`config.mk`:
```
export PLATFORM = sky130hd
export DESIGN_NAME = mdio_master
export DESIGN_NICKNAME = d
export VERILOG_FILES = /design/src/rtl/mdio_pkg.sv /design/src/rtl/mdio_clkgen.sv /design/src/rtl/mdio_txshift.sv /design/src/rtl/mdio_rxcapture.sv /design/src/rtl/mdio_master.sv
export SDC_FILE = /design/constraint.sdc
export NUM_CORES = 1
export LEC_CHECK = 0
export BUFFER_PORTS_ARGS = -buffer_cell sky130_fd_sc_hd__buf_2
export CAP_MARGIN = 40
export CORE_MARGIN = 10
export CORE_UTILIZATION = 55
export CTS_CLUSTER_DIAMETER = 50
export DETAILED_ROUTE_END_ITERATION = 16
export PLACE_DENSITY = 0.76
export SETUP_SLACK_MARGIN = 0.02
export SYNTH_ARGS = -nofsm -noshare
export SYNTH_HDL_FRONTEND = slang
export SYNTH_SLANG_ARGS = --single-unit
export TNS_END_PERCENT = 50
```
`constraint.sdc`:
```
create_clock -name clk -period 2.6 [get_ports clk]
set_clock_uncertainty 0.15 [all_clocks]
set_input_delay 0.39 -clock clk [delete_from_list [all_inputs] [get_ports clk]]
set_output_delay 0.39 -clock clk [all_outputs]
set_load 0.1 [all_outputs]
```
`src/rtl/mdio_pkg.sv`:
```
package mdio_pkg;

    localparam int PRE_LEN    = 34;
    localparam int ADDR_W     = 5;
    localparam int DATA_W     = 16;
    localparam int FRAME_W    = PRE_LEN + 4 + 2 * ADDR_W + 2 + DATA_W;
    localparam int RD_TA_BIT  = PRE_LEN + 4 + 2 * ADDR_W;
    localparam int RD_D0_BIT  = RD_TA_BIT + 1;
    localparam int LAST_WR    = FRAME_W - 1;
    localparam int LAST_RD    = RD_D0_BIT + DATA_W - 1;
    localparam int IDX_W      = $clog2(FRAME_W + 1);

    typedef enum logic {OP_WRITE = 1'b0, OP_READ = 1'b1} mdio_op_e;
    typedef enum logic {ST_IDLE = 1'b0, ST_RUN = 1'b1} mdio_state_e;

    typedef struct packed {
        mdio_op_e            op;
        logic [ADDR_W-1:0]   phy;
        logic [ADDR_W-1:0]   regad;
        logic [DATA_W-1:0]   wdata;
    } mdio_cmd_t;

    function automatic logic [FRAME_W-1:0] build_frame(input mdio_cmd_t c);
        logic [FRAME_W-1:0] f;
        if (c.op == OP_READ)
            f = {{PRE_LEN{1'b1}}, 2'b01, 2'b10, c.phy, c.regad, {(2 + DATA_W){1'b1}}};
        else
            f = {{PRE_LEN{1'b1}}, 2'b01, 2'b01, c.phy, c.regad, 2'b10, c.wdata};
        return f;
    endfunction

endpackage

```
`src/rtl/mdio_clkgen.sv`:
```
module mdio_clkgen #(
    parameter int HALF_PERIOD = 20
) (
    input  logic clk,
    input  logic rst,
    input  logic run,
    output logic mdc,
    output logic rise_stb,
    output logic fall_stb
);
    localparam int CNT_W = (HALF_PERIOD > 1) ? $clog2(HALF_PERIOD) : 1;
    localparam logic [CNT_W-1:0] CNT_MAX = CNT_W'(HALF_PERIOD - 1);

    logic [CNT_W-1:0] cnt;
    logic             at_end;

    assign at_end   = run && (cnt == CNT_MAX);
    assign rise_stb = at_end && !mdc;
    assign fall_stb = at_end && mdc;

    always_ff @(posedge clk) begin
        if (rst || !run) begin
            cnt <= '0;
            mdc <= 1'b0;
        end else if (at_end) begin
            cnt <= '0;
            mdc <= ~mdc;
        end else begin
            cnt <= cnt + 1'b1;
        end
    end
endmodule

```
`src/rtl/mdio_txshift.sv`:
```
module mdio_txshift
    import mdio_pkg::*;
(
    input  logic      clk,
    input  logic      rst,
    input  logic      load,
    input  mdio_cmd_t cmd,
    input  logic      shift,
    output logic      bit_o
);
    logic [FRAME_W-1:0] shreg;

    assign bit_o = shreg[FRAME_W-1];

    always_ff @(posedge clk) begin
        if (rst)
            shreg <= '1;
        else if (load)
            shreg <= build_frame(cmd);
        else if (shift)
            shreg <= {shreg[FRAME_W-2:0], 1'b1};
    end
endmodule

```
`src/rtl/mdio_rxcapture.sv`:
```
module mdio_rxcapture
    import mdio_pkg::*;
(
    input  logic              clk,
    input  logic              rst,
    input  logic              clear,
    input  logic              sample,
    input  logic              din,
    output logic [DATA_W-1:0] word
);
    always_ff @(posedge clk) begin
        if (rst || clear)
            word <= '0;
        else if (sample)
            word <= {word[DATA_W-2:0], din};
    end
endmodule

```
`src/rtl/mdio_master.sv`:
```
module mdio_master
    import mdio_pkg::*;
#(
    parameter int HALF_PERIOD = 20
) (
    input  logic        clk,
    input  logic        rst,
    input  logic        req,
    input  logic        op_read,
    input  logic [4:0]  phy_addr,
    input  logic [4:0]  reg_addr,
    input  logic [15:0] wdata,
    output logic        busy,
    output logic        done,
    output logic [15:0] rdata,
    output logic        mdc,
    output logic        mdio_o,
    output logic        mdio_oe,
    input  logic        mdio_i
);
    localparam logic [IDX_W-1:0] IDX_LAST_WR = IDX_W'(LAST_WR);
    localparam logic [IDX_W-1:0] IDX_LAST_RD = IDX_W'(LAST_RD);
    localparam logic [IDX_W-1:0] IDX_TA      = IDX_W'(RD_TA_BIT);
    localparam logic [IDX_W-1:0] IDX_D0      = IDX_W'(RD_D0_BIT);

    mdio_state_e       state;
    mdio_op_e          op_q;
    logic [IDX_W-1:0]  idx;
    logic [DATA_W-1:0] rdata_q;
    logic              done_q;

    mdio_cmd_t         cmd_in;
    logic              accept, run, finish, sample, rise_stb, fall_stb, tx_bit;
    logic [DATA_W-1:0] rx_word;
    logic [IDX_W-1:0]  idx_last;

    assign cmd_in   = '{op: mdio_op_e'(op_read), phy: phy_addr, regad: reg_addr, wdata: wdata};
    assign run      = (state == ST_RUN);
    assign accept   = (state == ST_IDLE) && req;
    assign idx_last = (op_q == OP_READ) ? IDX_LAST_RD : IDX_LAST_WR;
    assign finish   = fall_stb && (idx == idx_last);
    assign sample   = rise_stb && (op_q == OP_READ) && (idx >= IDX_D0);

    mdio_clkgen #(.HALF_PERIOD(HALF_PERIOD)) u_clk (
        .clk(clk), .rst(rst), .run(run),
        .mdc(mdc), .rise_stb(rise_stb), .fall_stb(fall_stb)
    );

    mdio_txshift u_tx (
        .clk(clk), .rst(rst), .load(accept), .cmd(cmd_in),
        .shift(fall_stb), .bit_o(tx_bit)
    );

    mdio_rxcapture u_rx (
        .clk(clk), .rst(rst), .clear(accept), .sample(sample),
        .din(mdio_i), .word(rx_word)
    );

    always_ff @(posedge clk) begin
        if (rst) begin
            state   <= ST_IDLE;
            op_q    <= OP_WRITE;
            idx     <= '0;
            rdata_q <= '0;
            done_q  <= 1'b0;
        end else begin
            done_q <= 1'b0;
            case (state)
                ST_IDLE: begin
                    if (accept) begin
                        state <= ST_RUN;
                        op_q  <= cmd_in.op;
                        idx   <= '0;
                    end
                end
                ST_RUN: begin
                    if (finish) begin
                        state  <= ST_IDLE;
                        done_q <= 1'b1;
                        if (op_q == OP_READ)
                            rdata_q <= rx_word;
                    end else if (fall_stb) begin
                        idx <= idx + 1'b1;
                    end
                end
                default: state <= ST_IDLE;
            endcase
        end
    end

    assign busy    = run;
    assign done    = done_q;
    assign rdata   = rdata_q;
    assign mdio_oe = run && !((op_q == OP_READ) && (idx >= IDX_TA));
    assign mdio_o  = mdio_oe && tx_bit;
endmodule

```
==> insert_results.sql, run 1 <==
INSERT INTO impl_metrics (metric_group, metric, value, unit) VALUES
('place', 'total_half_perimeter_wirelength_after_legalization_and_detailed_placement', '7210', 'um'),
('critical_path', 'timing.critical_path.fanout_max', '8', ''),
('global_routing', 'globalRouteMet2Util', '29.1', '%'),
('sta', 'maxSlewViolCount', '0', ''),
('logic_synthesis', 'synth-seq-cells', '114', ''),
('floorplanning', 'die_area', '12700', 'sq um'),
('logic_synthesis', 'yosys-top-cells-area', 'sky130_fd_sc_hd__dfxtp_1, sky130_fd_sc_hd__nand3_1, sky130_fd_sc_hd__nand2_1, sky130_fd_sc_hd__o21bai_1, sky130_fd_sc_hd__a211oi_1', ''),
('logic_synthesis', 'async_flop_share', '0', '%'),
('logic_synthesis', 'synth.top_cells.by_count', 'sky130_fd_sc_hd__dfxtp_1, sky130_fd_sc_hd__nand2_1, sky130_fd_sc_hd__nand3_1', ''),
('global_routing', 'gr-total-overflow', '0', ''),
('logic_synthesis', 'synth.cell_area', '4730', 'sq um'),
('global_routing', 'global_route.peak_usage_layer', 'met2', ''),
('clocking', 'cts.repair_timing.setup_buffer_count', '0', ''),
('pwr', 'power.density', '720', 'nW/um^2'),
('clocking', 'tritoncts', 'done', ''),
('drt', 'vias_per_cell', '5.84', ''),
('clocking', 'clock_sink_count', '114', ''),
('floorplanning', 'die_height', '113', 'um'),
('final_layout', 'fin_nets', '665', ''),
('floorplanning', 'floorplan.rows', '33', ''),
('global_routing', 'grt_start_max_net_pins', '51', ''),
('global_routing', 'use_met3', '6.39', '%'),
('pwr', 'vdd_ir_drop_max', '0.535', 'mV'),
('floorplanning', 'dieWidth', '113', 'um'),
('clocking', 'cts-root-to-sink-buffers', '2', ''),
('clocking', 'h-tree-depth', '4', ''),
('logic_synthesis', 'ys_warn_count', '0', ''),
('sta', 'max_clock_freq', '0.407', 'GHz'),
('run', 'max_cap_violations', '0', ''),
('clocking', 'worst_skew_pair.late_latency', '0.52', 'ns'),
('hold_path', 'min_path_type', 'primary input to flip-flop', ''),
('critical_path', 'critPathMaxStageDelay', '0.43', 'ns'),
('critical_path', 'crit_slowest_cell', 'sky130_fd_sc_hd__buf_2', ''),
('global_routing', 'overall_fraction_of_global_route_tracks_in_use', '18.5', '%'),
('sta', 'layout_worst_path_cycle_share', '94.5', '%'),
('logic_synthesis', 'synth_top_area_share', '48.2', '%'),
('drt', 'route.antenna.remaining_nets', '0', ''),
('drt', 'total_number_of_vias', '4365', ''),
('logic_synthesis', 'synth_area_leader_cell', 'sky130_fd_sc_hd__dfxtp_1', ''),
('floorplanning', 'ios', '52', ''),
('logic_synthesis', 'portion_of_the_post_synthesis_area_used_by_sequential_elements', '48.2', '%'),
('logic_synthesis', 'syn-mean-instance-area', '8.33', 'sq um'),
('clocking', 'clockRootBuffer', 'sky130_fd_sc_hd__clkbuf_8', ''),
('logic_synthesis', 'post-synth-top-count-cell', 'sky130_fd_sc_hd__dfxtp_1', ''),
('final_layout', 'final.fill_count', '675', ''),
('sta', 'setup_viol_count_final', '0', ''),
('global_routing', 'antenna_found_initial', '0', ''),
('logic_synthesis', 'syn-num-nets', '603', ''),
('sta', 'rsz0062_at_grt', 'no', ''),
('sta', 'layout_setup_ws', '0.142', 'ns'),
('global_routing', 'grt_pass1_wl', '20200', 'um'),
('place', 'buffer_ports.inserted', '51', ''),
('critical_path', 'family_with_the_most_delay_on_the_worst_path', 'buffers and inverters', ''),
('global_routing', 'number_of_global_route_vias_before_repair', '4154', ''),
('critical_path', 'path_common_cell', 'sky130_fd_sc_hd__and2_1', ''),
('final_layout', 'drive_above_1_share', '17.0', '%'),
('drt', 'detailedRoute.firstPassIterationCount', '5', ''),
('drt', 'detail_route.iter0.violations', '293', ''),
('drt', 'detail_route.drc_violations', '0', ''),
('critical_path', 'start_kind', 'flip-flop', ''),
('logic_synthesis', 'synth_flop_cell', 'sky130_fd_sc_hd__dfxtp_1', ''),
('place', 'place_worst_setup_slack', '0.362', 'ns'),
('logic_synthesis', 'synthCells', '568', ''),
('drt', 'drt-wirelength-per-cell', '15.4', 'um'),
('sta', 'holdWs', '0.0466', 'ns'),
('logic_synthesis', 'synth_cell_type_count', '41', ''),
('sta', 'finalHoldViolations', '0', ''),
('sta', 'tns', '0', 'ns'),
('critical_path', 'required_time_of_the_critical_path', '2.06', 'ns'),
('global_routing', 'global_route.usage.met1', '23.3', '%'),
('outcome', 'status', 'complete, no violations', '');
cell type report:
type	instances	area, sq um	share of cell area (%)
repair buffers	92	643	10.9
flip-flops and latches	114	2280	38.8
clock buffers	17	414	7.04
multi-input cells	402	2240	38.1
well taps	105	131	2.23
inverters	3	11.3	0.191
clock inverters	15	159	2.70
stage by stage:
step           cell area, sq um  total power (uW)  cells
2_1_floorplan              4730              1960    568
3_3_place_gp               5030              2010    688
3_5_place_dp               5050              2020    690
4_1_cts                    5880              4270    748
5_1_grt                    5880              4370    748
6_report                   5880              4240    748
cell usage in the layout, fill, tap and decap left out, types with 6 or more instances in the layout:
| master | count |
|---|---|
| sky130_fd_sc_hd__a211oi_1 | 27 |
| sky130_fd_sc_hd__a21oi_1 | 39 |
| sky130_fd_sc_hd__and3_1 | 30 |
| sky130_fd_sc_hd__buf_2 | 50 |
| sky130_fd_sc_hd__buf_4 | 14 |
| sky130_fd_sc_hd__clkbuf_16 | 16 |
| sky130_fd_sc_hd__dfxtp_1 | 114 |
| sky130_fd_sc_hd__dlygate4sd3_1 | 26 |
| sky130_fd_sc_hd__nand2_1 | 78 |
| sky130_fd_sc_hd__nand2b_1 | 6 |
| sky130_fd_sc_hd__nand3_1 | 78 |
| sky130_fd_sc_hd__nor2_1 | 18 |
| sky130_fd_sc_hd__nor3_1 | 19 |
| sky130_fd_sc_hd__o21ai_0 | 37 |
| sky130_fd_sc_hd__o21bai_1 | 29 |
path summary, 6_finish.rpt:
kind                     start        endpoint  slack, ns  cells after the start
hold / removal     reg_addr[3]  u_tx.shreg[21]       0.05                      3
setup / recovery        idx[4]         mdio_oe       0.14                      4
hold reg to reg   u_clk.cnt[0]    u_clk.cnt[0]       0.30                      1
setup reg to reg  u_clk.cnt[0]       rdata[15]       0.35                      6
sequential cells by signal, summed over array words and instances (netlist names):
register	cells
rdata	16
op_q	1
idx	7
u_clk.cnt	5
u_rx.word	16
u_tx.shreg	66
done	1
u_clk.mdc	1
busy	1
worst register-to-register path, cell delays in order (launching register included):
cell and delay, ns:
sky130_fd_sc_hd__dfxtp_1 0.35, sky130_fd_sc_hd__ha_1 0.31, sky130_fd_sc_hd__and2_2 0.33, sky130_fd_sc_hd__nand4_1 0.38, sky130_fd_sc_hd__buf_4 0.31, sky130_fd_sc_hd__o21ai_0 0.20
sky130_fd_sc_hd__a21oi_1 0.10
repair_timing:
action                                  CTS  global route
hold buffers                             26             0
resized for setup                         0             1
hold endpoints to repair                 26             0
endpoints found under the setup margin    0             1
cells by family (layout without fill, tap and decap cells):
logic type / Yosys count / count (layout) / synth area share (%)
buf+inv: 52 / 127 / 4.58
mux: 1 / 1 / 0.212
simple gates: 245 / 245 / 25.3
compound gates: 146 / 146 / 19.5
xor+xnor: 6 / 6 / 1.11
flops: 114 / 114 / 48.2
fa+ha+maj: 4 / 4 / 1.06
routing by layer:
layer	wire length (um)	vias to the layer above
met5	0	-
met4	175	0
met3	796	19
met2	5460	136
met1	5070	2060
li1	-	2150
power by group:
| part | total (uW) | leakage (uW) | internal, uW | switching [uW] |
|---|---|---|---|---|
| registers | 1790 | 0.000925 | 1770 | 15.3 |
| clock network | 2220 | 0.000275 | 1370 | 852 |
| logic | 226 | 0.00137 | 90.0 | 136 |
(Power assumes the default switching activity.)
==> run 2: changes to the inputs <==
--- a/config.mk
+++ b/config.mk
@@ -11,6 +11,7 @@
 export CORE_UTILIZATION = 55
 export CTS_CLUSTER_DIAMETER = 50
 export DETAILED_ROUTE_END_ITERATION = 16
+export GPL_TIMING_DRIVEN = 0
 export PLACE_DENSITY = 0.76
 export SETUP_SLACK_MARGIN = 0.02
 export SYNTH_ARGS = -nofsm -noshare
==> insert_results.sql, run 2 (same netlist as run 1, synthesis figures left out) <==
INSERT INTO impl_metrics (metric_group, metric, value, unit) VALUES
('place', 'total_half_perimeter_wirelength_after_legalization_and_detailed_placement', '7850', 'um'),
('clocking', 'worst_skew_pair.late_latency', '0.52', 'ns'),
('clocking', 'cts-root-to-sink-buffers', '2', ''),
('pwr', 'cellLeakagePower', '0.00256', 'uW'),
('place', 'buffer_ports.inserted', '50', ''),
('final_layout', 'top_register', 'u_tx.shreg', ''),
('critical_path', 'crit_cells', '4', ''),
('clocking', 'clock_sink_count', '114', ''),
('sta', 'max_clock_freq', '0.406', 'GHz'),
('critical_path', 'cells_on_worst_reg2reg_path', '7', ''),
('final_layout', 'post_layout_nonfiller_instances', '779', ''),
('pwr', 'share_seq_of_total_power', '41.9', '%'),
('place', 'placed_cells', '723', ''),
('floorplanning', 'floorplan.rows', '33', ''),
('critical_path', 'worst_setup_path_endpoint', 'mdio_oe', ''),
('critical_path', 'worst_r2r_startpoint', 'u_clk.cnt[0]', ''),
('floorplanning', 'die_height', '113', 'um'),
('clocking', 'cts.repair_timing.setup_buffer_count', '0', ''),
('clocking', 'h-tree-depth', '4', ''),
('sta', 'normalized_max_slew_margin', '61.6', '%'),
('pwr', 'internal-power', '3260', 'uW'),
('hold_path', 'min_path_type', 'primary input to flip-flop', ''),
('critical_path', 'crit_path_cell_trace', 'and2_1, o21ai_0, and2_1, clkbuf_4', ''),
('critical_path', 'family_with_the_most_delay_on_the_worst_path', 'simple AND/OR/NAND/NOR gates', ''),
('sta', 'maxSlewViolCount', '0', ''),
('drt', 'total_number_of_vias', '4533', ''),
('drt', 'detail_route.drc_violations', '0', ''),
('critical_path', 'crit_arrival', '1.92', 'ns'),
('floorplanning', 'start_util', '57.0', '%'),
('critical_path', 'required_time_of_the_critical_path', '2.06', 'ns'),
('sta', 'layout_worst_path_cycle_share', '94.8', '%'),
('critical_path', 'setup.reg_to_reg.worst_slack', '0.28', 'ns'),
('hold_path', 'timing.hold.worst_path_depth', '3', ''),
('critical_path', 'cp_num_buf_inv', '1', ''),
('clocking', 'clockRootBuffer', 'sky130_fd_sc_hd__clkbuf_8', ''),
('run', 'max_cap_violations', '0', ''),
('pwr', 'p_sw_share', '23.7', '%'),
('sta', 'finalHoldViolations', '0', ''),
('final_layout', 'final.fill_count', '654', ''),
('sta', 'transition_at_the_pin_with_the_smallest_max_transition_slack', '0.575', 'ns'),
('critical_path', 'critPathMaxStageDelay', '0.37', 'ns'),
('clocking', 'tritoncts', 'done', ''),
('pwr', 'vdd_ir_drop_max', '0.537', 'mV'),
('critical_path', 'crit_slowest_cell', 'sky130_fd_sc_hd__dfxtp_1', ''),
('critical_path', 'crit_path_end_kind', 'output port', ''),
('drt', 'detail_route.iter0.violations', '335', ''),
('critical_path', 'worst_setup_path_startpoint', 'idx[4]', ''),
('drt', 'route.antenna.remaining_nets', '0', ''),
('drt', 'drt-wirelength-per-cell', '15.4', 'um'),
('floorplanning', 'ios', '52', ''),
('global_routing', 'number_of_global_route_vias_before_repair', '4207', ''),
('final_layout', 'mostFrequentLayoutCell', 'sky130_fd_sc_hd__dfxtp_1', ''),
('pwr', 'clock_power_share', '52.7', '%'),
('critical_path', 'worst_r2r_endpoint', 'u_tx.shreg[15]', ''),
('final_layout', 'drive_above_1_share', '15.0', '%'),
('sta', 'setup_viol_count_final', '0', ''),
('pwr', 'power.density', '720', 'nW/um^2'),
('final_layout', 'fin_nets', '695', ''),
('sta', 'rsz0062_at_grt', 'no', ''),
('clocking', 'path_clk_slew', '0.06', 'ns'),
('global_routing', 'gr-total-overflow', '0', ''),
('floorplanning', 'floorplan_core_area', '8300', 'sq um'),
('drt', 'detailedRoute.firstPassIterationCount', '5', ''),
('global_routing', 'overall_fraction_of_global_route_tracks_in_use', '18.6', '%'),
('floorplanning', 'die_area', '12700', 'sq um'),
('drt', 'drt_wl_total', '12000', 'um'),
('global_routing', 'grt_pass1_wl', '20000', 'um'),
('critical_path', 'timing.setup.critical_path_class', 'flip-flop to output port', ''),
('outcome', 'status', 'complete, no violations', ''),
('pwr', 'switching_power', '1010', 'uW'),
('global_routing', 'grt_start_max_net_pins', '17', ''),
('critical_path', 'start_kind', 'flip-flop', ''),
('global_routing', 'antenna_found_initial', '0', ''),
('critical_path', 'path_common_cell', 'sky130_fd_sc_hd__and2_1', ''),
('drt', 'vias_per_cell', '5.82', ''),
('sta', 'period_minus_ws_final', '2.46', 'ns'),
('place', 'finalWeightedCongestion', '0.881', ''),
('pwr', 'power_frac_comb', '5.4', '%'),
('final_layout', 'layout.cells.most_common_list', 'sky130_fd_sc_hd__dfxtp_1, sky130_fd_sc_hd__nand2_1, sky130_fd_sc_hd__nand3_1', ''),
('final_layout', 'largest_register_ff_count', '66', ''),
('floorplanning', 'dieWidth', '113', 'um'),
('final_layout', 'final_core_util', '71.5', '%'),
('sta', 'tns', '0', 'ns'),
('final_layout', 'area_growth', '25.5', '%'),
('clocking', 'cts_inserted_buffers', '17', ''),
('critical_path', 'timing.critical_path.fanout_max', '8', '');
run 2: how the worst min path moves through the flow:
stage / end / slack, ns / from
floorplan: u_clk.cnt[0] / 0.27 / u_clk.cnt[0]
global placement: u_clk.cnt[0] / 0.28 / u_clk.cnt[0]
detailed placement: u_clk.cnt[0] / 0.29 / u_clk.cnt[0]
CTS: u_tx.shreg[6] / 0.002 / wdata[6]
global route: u_tx.shreg[15] / 0.02 / wdata[15]
finish: u_tx.shreg[1] / 0.02 / wdata[1]
run 2: layout make-up:
class | count | area, sq um | share of cell area [%]
antenna | 1 | 2.50 | 0.0421
clock inverter | 14 | 156 | 2.63
tap | 105 | 131 | 2.21
timing repair buffer | 73 | 485 | 8.18
buffer | 49 | 206 | 3.48
multi-input combinational | 402 | 2230 | 37.6
inverter | 3 | 11.3 | 0.190
sequential | 114 | 2280 | 38.4
clock buffer | 18 | 428 | 7.21
run 2: tightest hold or removal path: stages:
cell and delay, ns:
sky130_fd_sc_hd__buf_2 0.08, sky130_fd_sc_hd__nor3_1 0.04, sky130_fd_sc_hd__o21bai_1 0.14
run 2: power by group through the flow:
stage | registers, uW | logic (uW) | clock network (uW)
global placement | 1830 | 195 | 0
detailed placement | 1830 | 199 | 0
finish | 1790 | 232 | 2250
CTS | 1790 | 228 | 2270
global route | 1790 | 251 | 2350
floorplan | 1830 | 128 | 0
run 2: metrics by stage:
stage	hold slack, ns	cell area (sq um)	setup slack [ns]	total power, uW
after detailed placement	0.290	5110	0.425	2020
after floorplan	0.268	4730	-0.0588	1960
after CTS	0.00166	5930	0.0547	4290
after global placement	0.280	5110	0.444	2020
final	0.0160	5940	0.136	4270
after global routing	0.0164	5930	0.0517	4400
run 2: layer usage:
metal,up-vias,global-route usage [%],routed length [um]
met4,0,6.43,172
met1,2175,23.4,5460
met3,18,5.49,679
li1,2205,-,-
met5,-,0,0
met2,135,29.6,5690
run 2: what timing repair did:
action                                  4_1_cts  5_1_grt
hold endpoints to repair                     23        0
endpoints found under the setup margin        1        2
hold buffers                                 23        0
gates resized for setup                       1        3
pin swaps                                     0        0
